$ cat src/rtl/ddr2_init_pkg.sv
package ddr2_init_pkg;

    localparam int IDX_W = 5;
    localparam logic [IDX_W-1:0] STEP_PHY_CFG   = 5'd0;
    localparam logic [IDX_W-1:0] STEP_PHY_RST   = 5'd1;
    localparam logic [IDX_W-1:0] STEP_FIRST_CMD = 5'd3;
    localparam logic [IDX_W-1:0] STEP_TIMING    = 5'd15;
    localparam logic [IDX_W-1:0] STEP_LAST      = 5'd17;

    typedef enum logic [2:0] {
        SEL_PHY_CFG  = 3'd0,
        SEL_PHY_CTRL = 3'd1,
        SEL_CMD      = 3'd2,
        SEL_TIMING   = 3'd3,
        SEL_LATENCY  = 3'd4,
        SEL_CONFIG   = 3'd5
    } wsel_e;

    typedef struct packed {
        wsel_e       sel;
        logic [31:0] data;
    } wr_step_t;

    typedef enum logic [1:0] {
        ST_IDLE,
        ST_SETTLE,
        ST_WRITE,
        ST_DONE
    } seq_state_e;

    // Command register word: code in [23:16], argument in [15:0].
    function automatic logic [31:0] pack_cmd(input logic [7:0] code, input logic [15:0] arg);
        return {8'h00, code, arg};
    endfunction

    // A settling pause precedes the PHY enable, the PHY reset, every
    // command, and the timing write that follows the last command.
    function automatic logic settle_before(input logic [IDX_W-1:0] i);
        return (i == STEP_PHY_CFG) || (i == STEP_PHY_RST) ||
               ((i >= STEP_FIRST_CMD) && (i <= STEP_TIMING));
    endfunction

endpackage

$ cat src/rtl/settle_timer.sv
module settle_timer #(
    parameter int SETTLE_CYCLES = 10000
) (
    input  logic clk,
    input  logic rst,
    input  logic load,
    output logic expired
);
    localparam int CW = $clog2(SETTLE_CYCLES + 1);
    localparam logic [CW-1:0] RELOAD = CW'(SETTLE_CYCLES - 1);

    logic [CW-1:0] cnt;

    always_ff @(posedge clk) begin
        if (rst) begin
            cnt <= '0;
        end else if (load) begin
            cnt <= RELOAD;
        end else if (cnt != '0) begin
            cnt <= cnt - 1'b1;
        end
    end

    assign expired = (cnt == '0);
endmodule

$ cat src/rtl/init_step_rom.sv
module init_step_rom
    import ddr2_init_pkg::*;
#(
    parameter int          PHY_EN_BIT    = 0,
    parameter int          PHY_RST_BIT   = 0,
    parameter int          CAL_RST_BIT   = 1,
    parameter int          CAL_START_BIT = 2,
    parameter logic [7:0]  CODE_DESELECT = 8'h0F,
    parameter logic [7:0]  CODE_PRE      = 8'h02,
    parameter logic [7:0]  CODE_REFRESH  = 8'h01,
    parameter logic [7:0]  CODE_MRS      = 8'h10,
    parameter logic [7:0]  CODE_EMRS     = 8'h11,
    parameter logic [7:0]  CODE_EMRS2    = 8'h12,
    parameter logic [7:0]  CODE_EMRS3    = 8'h13,
    parameter logic [15:0] ARG_PRE_ALL   = 16'h0400,
    parameter logic [15:0] ARG_DLL_EN    = 16'h0002,
    parameter logic [15:0] ARG_DLL_RST   = 16'h0100,
    parameter logic [15:0] ARG_OCD_DFLT  = 16'h0380,
    parameter logic [15:0] ARG_OCD_EXIT  = 16'h0000
) (
    input  logic [IDX_W-1:0] idx,
    input  logic [31:0]      mode_word,
    input  logic [31:0]      timing_val,
    input  logic [31:0]      latency_val,
    input  logic [31:0]      config_val,
    output wr_step_t         step
);
    localparam logic [31:0] PHY_CFG_WORD   = 32'(1) << PHY_EN_BIT;
    localparam logic [31:0] PHY_RESET_WORD = (32'(1) << PHY_RST_BIT) | (32'(1) << CAL_RST_BIT);
    localparam logic [31:0] PHY_CAL_WORD   = 32'(1) << CAL_START_BIT;

    always_comb begin
        step.sel  = SEL_CMD;
        step.data = '0;
        case (idx)
            5'd0:  begin step.sel = SEL_PHY_CFG;  step.data = PHY_CFG_WORD;   end
            5'd1:  begin step.sel = SEL_PHY_CTRL; step.data = PHY_RESET_WORD; end
            5'd2:  begin step.sel = SEL_PHY_CTRL; step.data = PHY_CAL_WORD;   end
            5'd3:  step.data = pack_cmd(CODE_DESELECT, 16'h0000);
            5'd4:  step.data = pack_cmd(CODE_PRE, ARG_PRE_ALL);
            5'd5:  step.data = pack_cmd(CODE_EMRS2, 16'h0000);
            5'd6:  step.data = pack_cmd(CODE_EMRS3, 16'h0000);
            5'd7:  step.data = pack_cmd(CODE_EMRS, ARG_DLL_EN);
            5'd8:  step.data = pack_cmd(CODE_MRS, ARG_DLL_RST);
            5'd9:  step.data = pack_cmd(CODE_PRE, ARG_PRE_ALL);
            5'd10: step.data = pack_cmd(CODE_REFRESH, 16'h0000);
            5'd11: step.data = pack_cmd(CODE_REFRESH, 16'h0000);
            5'd12: step.data = pack_cmd(CODE_MRS, mode_word[15:0]);
            5'd13: step.data = pack_cmd(CODE_EMRS, ARG_OCD_DFLT | ARG_DLL_EN);
            5'd14: step.data = pack_cmd(CODE_EMRS, ARG_OCD_EXIT | ARG_DLL_EN | mode_word[31:16]);
            5'd15: begin step.sel = SEL_TIMING;  step.data = timing_val;  end
            5'd16: begin step.sel = SEL_LATENCY; step.data = latency_val; end
            5'd17: begin step.sel = SEL_CONFIG;  step.data = config_val;  end
            default: begin step.sel = SEL_CMD; step.data = '0; end
        endcase
    end
endmodule

$ cat src/rtl/ddr2_init_seq.sv
module ddr2_init_seq
    import ddr2_init_pkg::*;
#(
    parameter int          SETTLE_CYCLES = 10000,
    parameter int          PHY_EN_BIT    = 0,
    parameter int          PHY_RST_BIT   = 0,
    parameter int          CAL_RST_BIT   = 1,
    parameter int          CAL_START_BIT = 2,
    parameter logic [7:0]  CODE_DESELECT = 8'h0F,
    parameter logic [7:0]  CODE_PRE      = 8'h02,
    parameter logic [7:0]  CODE_REFRESH  = 8'h01,
    parameter logic [7:0]  CODE_MRS      = 8'h10,
    parameter logic [7:0]  CODE_EMRS     = 8'h11,
    parameter logic [7:0]  CODE_EMRS2    = 8'h12,
    parameter logic [7:0]  CODE_EMRS3    = 8'h13,
    parameter logic [15:0] ARG_PRE_ALL   = 16'h0400,
    parameter logic [15:0] ARG_DLL_EN    = 16'h0002,
    parameter logic [15:0] ARG_DLL_RST   = 16'h0100,
    parameter logic [15:0] ARG_OCD_DFLT  = 16'h0380,
    parameter logic [15:0] ARG_OCD_EXIT  = 16'h0000
) (
    input  logic        clk,
    input  logic        rst,
    input  logic        start,
    input  logic [31:0] mode_word,
    input  logic [31:0] timing_val,
    input  logic [31:0] latency_val,
    input  logic [31:0] config_val,
    input  logic        wr_ready,
    output logic [2:0]  wr_sel,
    output logic [31:0] wr_data,
    output logic        wr_valid,
    output logic        done
);
    seq_state_e       state;
    logic [IDX_W-1:0] idx;
    logic             timer_load;
    logic             timer_expired;
    logic             handshake;
    wr_step_t         cur_step;

    assign handshake = (state == ST_WRITE) && wr_ready;

    // The timer is armed on every transition into the settling state.
    always_comb begin
        timer_load = 1'b0;
        if (state == ST_IDLE && start) begin
            timer_load = 1'b1;
        end else if (handshake && idx != STEP_LAST && settle_before(idx + 1'b1)) begin
            timer_load = 1'b1;
        end
    end

    always_ff @(posedge clk) begin
        if (rst) begin
            state <= ST_IDLE;
            idx   <= '0;
        end else begin
            case (state)
                ST_IDLE: begin
                    if (start) begin
                        state <= ST_SETTLE;
                        idx   <= STEP_PHY_CFG;
                    end
                end
                ST_SETTLE: begin
                    if (timer_expired) begin
                        state <= ST_WRITE;
                    end
                end
                ST_WRITE: begin
                    if (wr_ready) begin
                        if (idx == STEP_LAST) begin
                            state <= ST_DONE;
                        end else begin
                            idx   <= idx + 1'b1;
                            state <= settle_before(idx + 1'b1) ? ST_SETTLE : ST_WRITE;
                        end
                    end
                end
                default: state <= ST_DONE;
            endcase
        end
    end

    settle_timer #(
        .SETTLE_CYCLES(SETTLE_CYCLES)
    ) u_timer (
        .clk    (clk),
        .rst    (rst),
        .load   (timer_load),
        .expired(timer_expired)
    );

    init_step_rom #(
        .PHY_EN_BIT   (PHY_EN_BIT),
        .PHY_RST_BIT  (PHY_RST_BIT),
        .CAL_RST_BIT  (CAL_RST_BIT),
        .CAL_START_BIT(CAL_START_BIT),
        .CODE_DESELECT(CODE_DESELECT),
        .CODE_PRE     (CODE_PRE),
        .CODE_REFRESH (CODE_REFRESH),
        .CODE_MRS     (CODE_MRS),
        .CODE_EMRS    (CODE_EMRS),
        .CODE_EMRS2   (CODE_EMRS2),
        .CODE_EMRS3   (CODE_EMRS3),
        .ARG_PRE_ALL  (ARG_PRE_ALL),
        .ARG_DLL_EN   (ARG_DLL_EN),
        .ARG_DLL_RST  (ARG_DLL_RST),
        .ARG_OCD_DFLT (ARG_OCD_DFLT),
        .ARG_OCD_EXIT (ARG_OCD_EXIT)
    ) u_rom (
        .idx        (idx),
        .mode_word  (mode_word),
        .timing_val (timing_val),
        .latency_val(latency_val),
        .config_val (config_val),
        .step       (cur_step)
    );

    assign wr_valid = (state == ST_WRITE);
    assign wr_sel   = cur_step.sel;
    assign wr_data  = cur_step.data;
    assign done     = (state == ST_DONE);
endmodule

$ cat config.mk
export PLATFORM = sky130hd
export DESIGN_NAME = ddr2_init_seq
export DESIGN_NICKNAME = d
export VERILOG_FILES = /design/src/rtl/ddr2_init_pkg.sv /design/src/rtl/settle_timer.sv /design/src/rtl/init_step_rom.sv /design/src/rtl/ddr2_init_seq.sv
export SDC_FILE = /design/constraint.sdc
export NUM_CORES = 1
export LEC_CHECK = 0
export BUFFER_PORTS_ARGS = -buffer_cell sky130_fd_sc_hd__buf_2
export CORE_MARGIN = 2
export CORE_UTILIZATION = 43
export CTS_CLUSTER_DIAMETER = 30
export CTS_CLUSTER_SIZE = 12
export DETAILED_ROUTE_END_ITERATION = 8
export PLACE_DENSITY = 0.87
export SLEW_MARGIN = 30
export SYNTH_ARGS = -nofsm -noshare
export SYNTH_HDL_FRONTEND = slang
export SYNTH_SLANG_ARGS = --single-unit
$ cat constraint.sdc
create_clock -name clk -period 3.7 [get_ports clk]
set_clock_uncertainty 0.15 [all_clocks]
set_input_delay 0.74 -clock clk [delete_from_list [all_inputs] [get_ports clk]]
set_output_delay 0.74 -clock clk [all_outputs]
set_load 0.05 [all_outputs]
==> results.json, run 1 <==
{
  "crit_top_cell": "inv_1",
  "pre_cts_ws_ps": 591,
  "cpPeakStageDelay_ps": 510,
  "crit_end": "wr_data[21]",
  "grt_pass1_vias": 2588,
  "drt_iter0_drc": 419,
  "hold_buffers": 0,
  "path_buf_inv": 4,
  "yosysSeqAreaShare_pct": 19.6,
  "port_buffers": 167,
  "clkPwrFrac_pct": 22.2,
  "gr-total-overflow": 0,
  "fin_nets": 593,
  "finalWorstSetupSlack_ps": 198,
  "num_rows": 25,
  "grt-busiest-layer": "met1",
  "core-area_mm2": 0.00475,
  "crit_path_start": "idx[0]$_SDFFE_PP0P_",
  "ys_warn_count": 0,
  "syn_inst": 300,
  "ys.flop_type": "dfxtp_1",
  "period_needed_ps": 3500,
  "slew_violations": 0,
  "path_clk_slew_ps": 80,
  "cts-buffers-inserted": 3,
  "synth_commonest_cells": "33 x nand2_1, 25 x a222oi_1, 25 x clkbuf_1",
  "gp_congestion": 0.970,
  "grt.met3_usage_pct": 7.18,
  "slew_headroom_pct": 58.0,
  "critPathTopFamily": "buffers and inverters",
  "ir_worst_vdd_mv": 0.303,
  "dr.pass1.iters": 9,
  "status": "complete, but fails checks",
  "synth_top_area_share_pct": 19.6,
  "min_path_type": "reg2reg",
  "synth_top_area_cell": "dfxtp_1",
  "dpl-instance-area_mm2": 0.00305,
  "yosys-top-cells-area": "dfxtp_1 20%, a222oi_1 12%, a22oi_1 6.3%, nand2_1 5.8%, a21oi_1 4.4%",
  "p_leak_nw": 1.66,
  "rrSetupSlack_ps": 1060,
  "use_met1_pct": 47.5,
  "power.density_mw_per_mm2": 224,
  "root_buffer": "clkbuf_8",
  "multi_input_area_mm2": 0.00156,
  "cts.sinks": 21,
  "violations": "DRC",
  "yosysMostFrequentCell": "nand2_1",
  "cp.depth": 7,
  "grt_antenna_before_repair": 0,
  "synth.distinct_cells": 49,
  "power.switching_w": 0.000242,
  "power.total_w": 0.000693,
  "arrival_ps": 2610,
  "detail-route-antenna-nets": 0,
  "r2r_start": "idx[0]$_SDFFE_PP0P_",
  "postLayoutCellArea_mm2": 0.00310,
  "cp_max_fo": 17,
  "grt.met2_usage_pct": 45.8,
  "required_ps": 2810,
  "slowest_stage": "a222oi_1",
  "end_kind": "output pin",
  "clkLatencyLatePin_ps": 260,
  "hold_violations": 0,
  "vias": 3148,
  "grt_max_degree": 27,
  "die_w_um": 74.5,
  "h-tree-depth": 1,
  "fmax_mhz": 286,
  "initial_core_util_pct": 45.0,
  "synth-seq-cells": 21,
  "die_y_um": 74.5,
  "crit_path_start_kind": "register",
  "final.period_utilization_pct": 94.6,
  "tns_ps": 0,
  "synth_area_mm2": 0.00214,
  "drcViolationCount": 1,
  "async_reset_ff_share_pct": 0,
  "worst_pin_slew_ps": 630,
  "setup_viol": 0,
  "ctsResizeCount": 0,
  "grt_pass1_wl_um": 13200,
  "routedWlPerCell_um": 19.0,
  "n_antenna_cell": 0,
  "rsz0062_at_grt": "false",
  "viasPerCell": 6.04,
  "dieArea_mm2": 0.00556,
  "cap_violations": 0,
  "track_usage_pct": 31.7,
  "synth-edff-count": 0,
  "p_int_w": 0.000451,
  "fill_cells": 458,
  "postCtsSetupRepairBufs": 0,
  "cts_tree": "yes",
  "drive_gt1_share_pct": 42.5,
  "dp_hpwl_um": 7950,
  "regArea_um2": 420,
  "reg2regPathDepth": 6,
  "swShare_pct": 35.0,
  "pwr-share-seq_pct": 41.6,
  "worst_r2r_endpoint": "u_timer.cnt[3]$_SDFFE_PP0P_",
  "wirelength_um": 9910,
  "areaGrowthSynthToFinish_pct": 44.7,
  "synth.net_count": 438,
  "power_frac_comb_pct": 36.2,
  "syn_avg_cell_area_um2": 7.13,
  "critPathKind": "reg2out",
  "io_pins": 169,
  "clockBufferDepth": 2,
  "path_cells": "inv_1 -> ha_1 -> and3b_1 -> buf_4 -> a222oi_1 -> inv_1 -> buf_2"
}
## cell usage in the layout, fill, tap and decap left out, drive strengths merged, types with 6 or more instances in the layout
master | netlist | final
buf | 3 | 178
nand3 | 13 | 13
a22oi | 18 | 18
nor2b | 6 | 6
nand2 | 33 | 33
a21oi | 19 | 19
nor3 | 15 | 15
a222oi | 25 | 25
xor2 | 6 | 6
inv | 18 | 18
o21ai | 14 | 14
nor2 | 14 | 14
a31oi | 7 | 7
ha | 6 | 6
dfxtp | 21 | 21
## worst min-delay path by stage
stage,end,from,cells after the start
after floorplan,u_timer.cnt[12]$_SDFFE_PP0P_,u_timer.cnt[12]$_SDFFE_PP0P_,2
after global placement,u_timer.cnt[12]$_SDFFE_PP0P_,u_timer.cnt[12]$_SDFFE_PP0P_,2
after detailed placement,u_timer.cnt[12]$_SDFFE_PP0P_,u_timer.cnt[12]$_SDFFE_PP0P_,2
after CTS,u_timer.cnt[12]$_SDFFE_PP0P_,u_timer.cnt[12]$_SDFFE_PP0P_,2
after global routing,u_timer.cnt[12]$_SDFFE_PP0P_,u_timer.cnt[12]$_SDFFE_PP0P_,2
final,u_timer.cnt[12]$_SDFFE_PP0P_,u_timer.cnt[12]$_SDFFE_PP0P_,2
## per-layer routing
metal / vias up / part of all wire, %
li1: 1465 / -
met2: 223 / 43
met1: 1446 / 43
met3: 14 / 13
met5: - / 0
met4: 0 / 1.7
## power by group through the flow
stage | registers, W | clock network, W | logic, W
after floorplan | 0.000282 | 0 | 0.000151
after global placement | 0.000289 | 0 | 0.000235
after detailed placement | 0.000292 | 0 | 0.000245
after CTS | 0.000287 | 0.000156 | 0.000247
after global routing | 0.000292 | 0.000165 | 0.000274
final | 0.000288 | 0.000154 | 0.000251
## metrics by stage
| stage | hold slack, ps | utilization (%) | std cells |
|---|---|---|---|
| floorplan | 340 | - | 300 |
| global placement | 356 | 64.1 | 517 |
| detailed placement | 387 | 64.1 | 517 |
| CTS | 400 | 65.1 | 521 |
| global route | 440 | 65.1 | 521 |
| finish | 406 | 65.1 | 521 |
## registers in the layout (all words and copies together), names as in the netlist
name	cells
idx	5
state	2
u_timer.cnt	14
## worst min-delay path: stages, from the launching register on
cell      delay [ps]
dfxtp_1          360
nand2_1           90
a211oi_2          60
## layout make-up
class,count,area share [%]
multi-input cells,233,50.4
repair buffers,178,29.7
flip-flops and latches,21,13.6
well taps,67,2.71
inverters,18,2.18
clock buffers,3,1.33
clock inverters,1,0.162
## kinds of logic (layout without fill, tap and decap cells)
| group | count (synthesis) | after routing | synth area share [%] |
|---|---|---|---|
| simple gates | 118 | 118 | 30.0 |
| compound gates | 99 | 99 | 34.4 |
| buf+inv | 46 | 200 | 8.19 |
| flops | 21 | 21 | 19.6 |
| xor+xnor | 9 | 9 | 3.68 |
| fa+ha+maj | 6 | 6 | 3.51 |
| mux | 1 | 1 | 0.526 |
(Power assumes the default switching activity.)
==> inputs of run 2 (changes only) <==
--- a/config.mk
+++ b/config.mk
@@ -7,12 +7,13 @@
 export LEC_CHECK = 0
 export BUFFER_PORTS_ARGS = -buffer_cell sky130_fd_sc_hd__buf_2
 export CORE_MARGIN = 2
-export CORE_UTILIZATION = 43
+export CORE_UTILIZATION = 45
 export CTS_CLUSTER_DIAMETER = 30
 export CTS_CLUSTER_SIZE = 12
 export DETAILED_ROUTE_END_ITERATION = 8
-export PLACE_DENSITY = 0.87
+export PLACE_DENSITY = 0.88
 export SLEW_MARGIN = 30
 export SYNTH_ARGS = -nofsm -noshare
 export SYNTH_HDL_FRONTEND = slang
+export SYNTH_HIERARCHICAL = 1
 export SYNTH_SLANG_ARGS = --single-unit
==> run 2 against run 1 <==
Total power is 48% higher. Die area is 2.0% higher. Worst hold slack worse by 69 ps. Critical endpoint is now wr_data[8]. Final cell count increased by 3.8%. The run now ends clean. Core utilization increased by 1.2 points. Fmax grew 5.7%. Clock power about the same. Design area is 3.1% higher.
==> results.json, run 2 <==
{
  "status": "completed",
  "fin_nets": 612,
  "crit_path_start_kind": "register",
  "cts_tree": "yes",
  "required_ps": 2810,
  "ys.flop_type": "dfxtp_1",
  "top_regs": "u_timer/cnt (14), idx (5), state (2)",
  "r2r_start": "idx[1]$_SDFFE_PP0P_",
  "cp_max_fo": 19,
  "io_pins": 169,
  "num_rows": 25,
  "dp_hpwl_um": 7860,
  "ir_worst_vdd_mv": 0.534,
  "drive_gt1_share_pct": 40.7,
  "setup_viol": 0,
  "synth.net_count": 456,
  "hold_buffers": 0,
  "yosysSeqAreaShare_pct": 18.4,
  "slew_violations": 0,
  "fill_cells": 452,
  "postLayoutCellArea_mm2": 0.00319,
  "power_frac_comb_pct": 48.4,
  "dpl-instance-area_mm2": 0.00315,
  "path_buf_inv": 2,
  "track_usage_pct": 31.1,
  "drcViolationCount": 0,
  "vias": 3352,
  "grt_pass1_vias": 2770,
  "regArea_um2": 420,
  "p_int_w": 0.000593,
  "dr.pass1.iters": 6,
  "yosys-top-cells-area": "dfxtp_1 18%, a222oi_1 11%, a21oi_1 6.8%, a22oi_1 5.6%, nand2_1 4.4%",
  "synth-seq-cells": 21,
  "port_buffers": 167,
  "die_w_um": 75.3,
  "grt_pass1_wl_um": 13400,
  "pwr-share-seq_pct": 36.8,
  "ctsResizeCount": 0,
  "cp.depth": 6,
  "cts.sinks": 21,
  "critPathKind": "reg2out",
  "power.total_w": 0.00103,
  "clockBufferDepth": 2,
  "h-tree-depth": 1,
  "p_leak_nw": 1.60,
  "initial_core_util_pct": 47.5,
  "clkLatencyLatePin_ps": 260,
  "cts-buffers-inserted": 3,
  "yosysMostFrequentCell": "a21oi_1",
  "crit_path_start": "idx[4]$_SDFFE_PP0P_",
  "hold_violations": 0,
  "synth_commonest_cells": "31 x a21oi_1, 27 x nand2_1, 25 x a222oi_1",
  "multi_input_area_mm2": 0.00163,
  "syn_inst": 319,
  "async_reset_ff_share_pct": 0,
  "path_clk_slew_ps": 80,
  "synth_top_area_share_pct": 18.4,
  "path_cells": "nor3b_1 -> and2_1 -> buf_4 -> a22oi_1 -> o211ai_1 -> buf_2",
  "ys_warn_count": 6,
  "rrSetupSlack_ps": 580,
  "gp_congestion": 0.938,
  "routedWlPerCell_um": 18.2,
  "synth-edff-count": 0,
  "power.density_mw_per_mm2": 321,
  "crit_end": "wr_data[8]",
  "grt_max_degree": 27,
  "largest-register": "u_timer/cnt",
  "min_path_type": "reg2reg",
  "period_needed_ps": 3310,
  "slew_headroom_pct": 48.4,
  "clkPwrFrac_pct": 14.8,
  "critPathTopFamily": "simple AND/OR/NAND/NOR gates",
  "rsz0062_at_grt": "false",
  "drt_iter0_drc": 426,
  "postCtsSetupRepairBufs": 0,
  "root_buffer": "clkbuf_8",
  "reg2regPathDepth": 10,
  "core-area_mm2": 0.00482,
  "gr-total-overflow": 0,
  "detail-route-antenna-nets": 0,
  "die_y_um": 75.3,
  "mostFrequentLayoutCells": "167 x buf_2, 31 x a21oi_1, 27 x nand2_1, 25 x a222oi_1, 23 x inv_1",
  "cap_violations": 0,
  "cpPeakStageDelay_ps": 600,
  "viasPerCell": 6.20,
  "synth_top_area_cell": "dfxtp_1",
  "worst_r2r_endpoint": "u_timer/cnt[10]$_SDFFE_PP0P_",
  "fmax_mhz": 302,
  "syn_avg_cell_area_um2": 7.17,
  "slowest_stage": "and2_1",
  "worst_pin_slew_ps": 767,
  "n_antenna_cell": 0,
  "arrival_ps": 2420,
  "synth_area_mm2": 0.00229,
  "power.switching_w": 0.000433,
  "tns_ps": 0,
  "swShare_pct": 42.2,
  "synth.distinct_cells": 55,
  "end_kind": "output pin",
  "final_common_cell": "buf_2",
  "wirelength_um": 9830,
  "dieArea_mm2": 0.00567,
  "grt_antenna_before_repair": 0,
  "final.period_utilization_pct": 89.5,
  "areaGrowthSynthToFinish_pct": 39.6,
  "largest_reg_flops": 14
}
[run 2: cell count changes after synthesis, sizes merged, moves of 6 or more]
cell / delta
a21oi: +12
buf: +18
clkbuf: -19
nand2: -6
nand3: -7
nor2: +6
nor3: -10
[run 2: how the worst min path moves through the flow]
stage	start	to	cells after the start	slack, ps
4_1_cts	u_timer/cnt[5]$_SDFFE_PP0P_	u_timer/cnt[5]$_SDFFE_PP0P_	2	340
6_report	u_timer/cnt[5]$_SDFFE_PP0P_	u_timer/cnt[5]$_SDFFE_PP0P_	2	340
3_5_place_dp	u_timer/cnt[5]$_SDFFE_PP0P_	u_timer/cnt[5]$_SDFFE_PP0P_	2	330
3_3_place_gp	u_timer/cnt[5]$_SDFFE_PP0P_	u_timer/cnt[5]$_SDFFE_PP0P_	2	320
5_1_grt	u_timer/cnt[6]$_SDFFE_PP0P_	u_timer/cnt[6]$_SDFFE_PP0P_	2	370
2_1_floorplan	u_timer/cnt[5]$_SDFFE_PP0P_	u_timer/cnt[5]$_SDFFE_PP0P_	2	300
[run 2: cell families (layout without fill, tap and decap cells)]
logic type | after synthesis | in the layout | share of synthesized area [%]
simple gates | 114 | 114 | 27.9
mux | 2 | 2 | 0.876
buf+inv | 51 | 206 | 10.2
flops | 21 | 21 | 18.4
fa+ha+maj | 5 | 5 | 2.74
xor+xnor | 4 | 4 | 1.53
compound gates | 122 | 122 | 38.3
[run 2: worst reg2reg max path, delay by kind of cell (launching register included)]
family,cells,cell delay [ps]
AO/OA/AOI/OAI,4,840
AND/OR/NAND/NOR,3,690
flip-flops,1,610
buffers and inverters,2,390
adder cells (fa/ha/maj),1,330
[run 2: layout make-up]
class	instances	area share (%)
timing repair buffer	178	28.8
inverter	24	2.82
multi-input combinational	247	51.2
clock buffer	4	1.41
sequential	21	13.2
tap	67	2.63
[run 2: per-layer routing]
metal  global-route usage [%]  vias to the layer above  wire length, µm
li1                         -                     1552                -
met1                     47.9                     1552             4010
met2                     46.6                      248             4340
met3                     6.69                        0             1480
met4                     1.75                        0                0
met5                        0                        -                0
[run 2: power groups by stage]
stage	sequential (W)	clock, W	combinational [W]
global route	0.000389	0.000163	0.000553
global placement	0.000372	0	0.000454
detailed placement	0.000379	0	0.000482
finish	0.000377	0.000152	0.000497
floorplan	0.000349	0	0.000356
CTS	0.000373	0.000151	0.000488
[run 2: metrics by stage]
| step | worst slack, ps | utilization, % | std cells | hold slack, ps |
|---|---|---|---|---|
| 2_1_floorplan | 527 | - | 319 | 303 |
| 3_3_place_gp | 801 | 65.3 | 537 | 315 |
| 3_5_place_dp | 689 | 65.3 | 537 | 325 |
| 4_1_cts | 438 | 66.3 | 541 | 336 |
| 5_1_grt | 288 | 66.3 | 541 | 373 |
| 6_report | 387 | 66.3 | 541 | 337 |
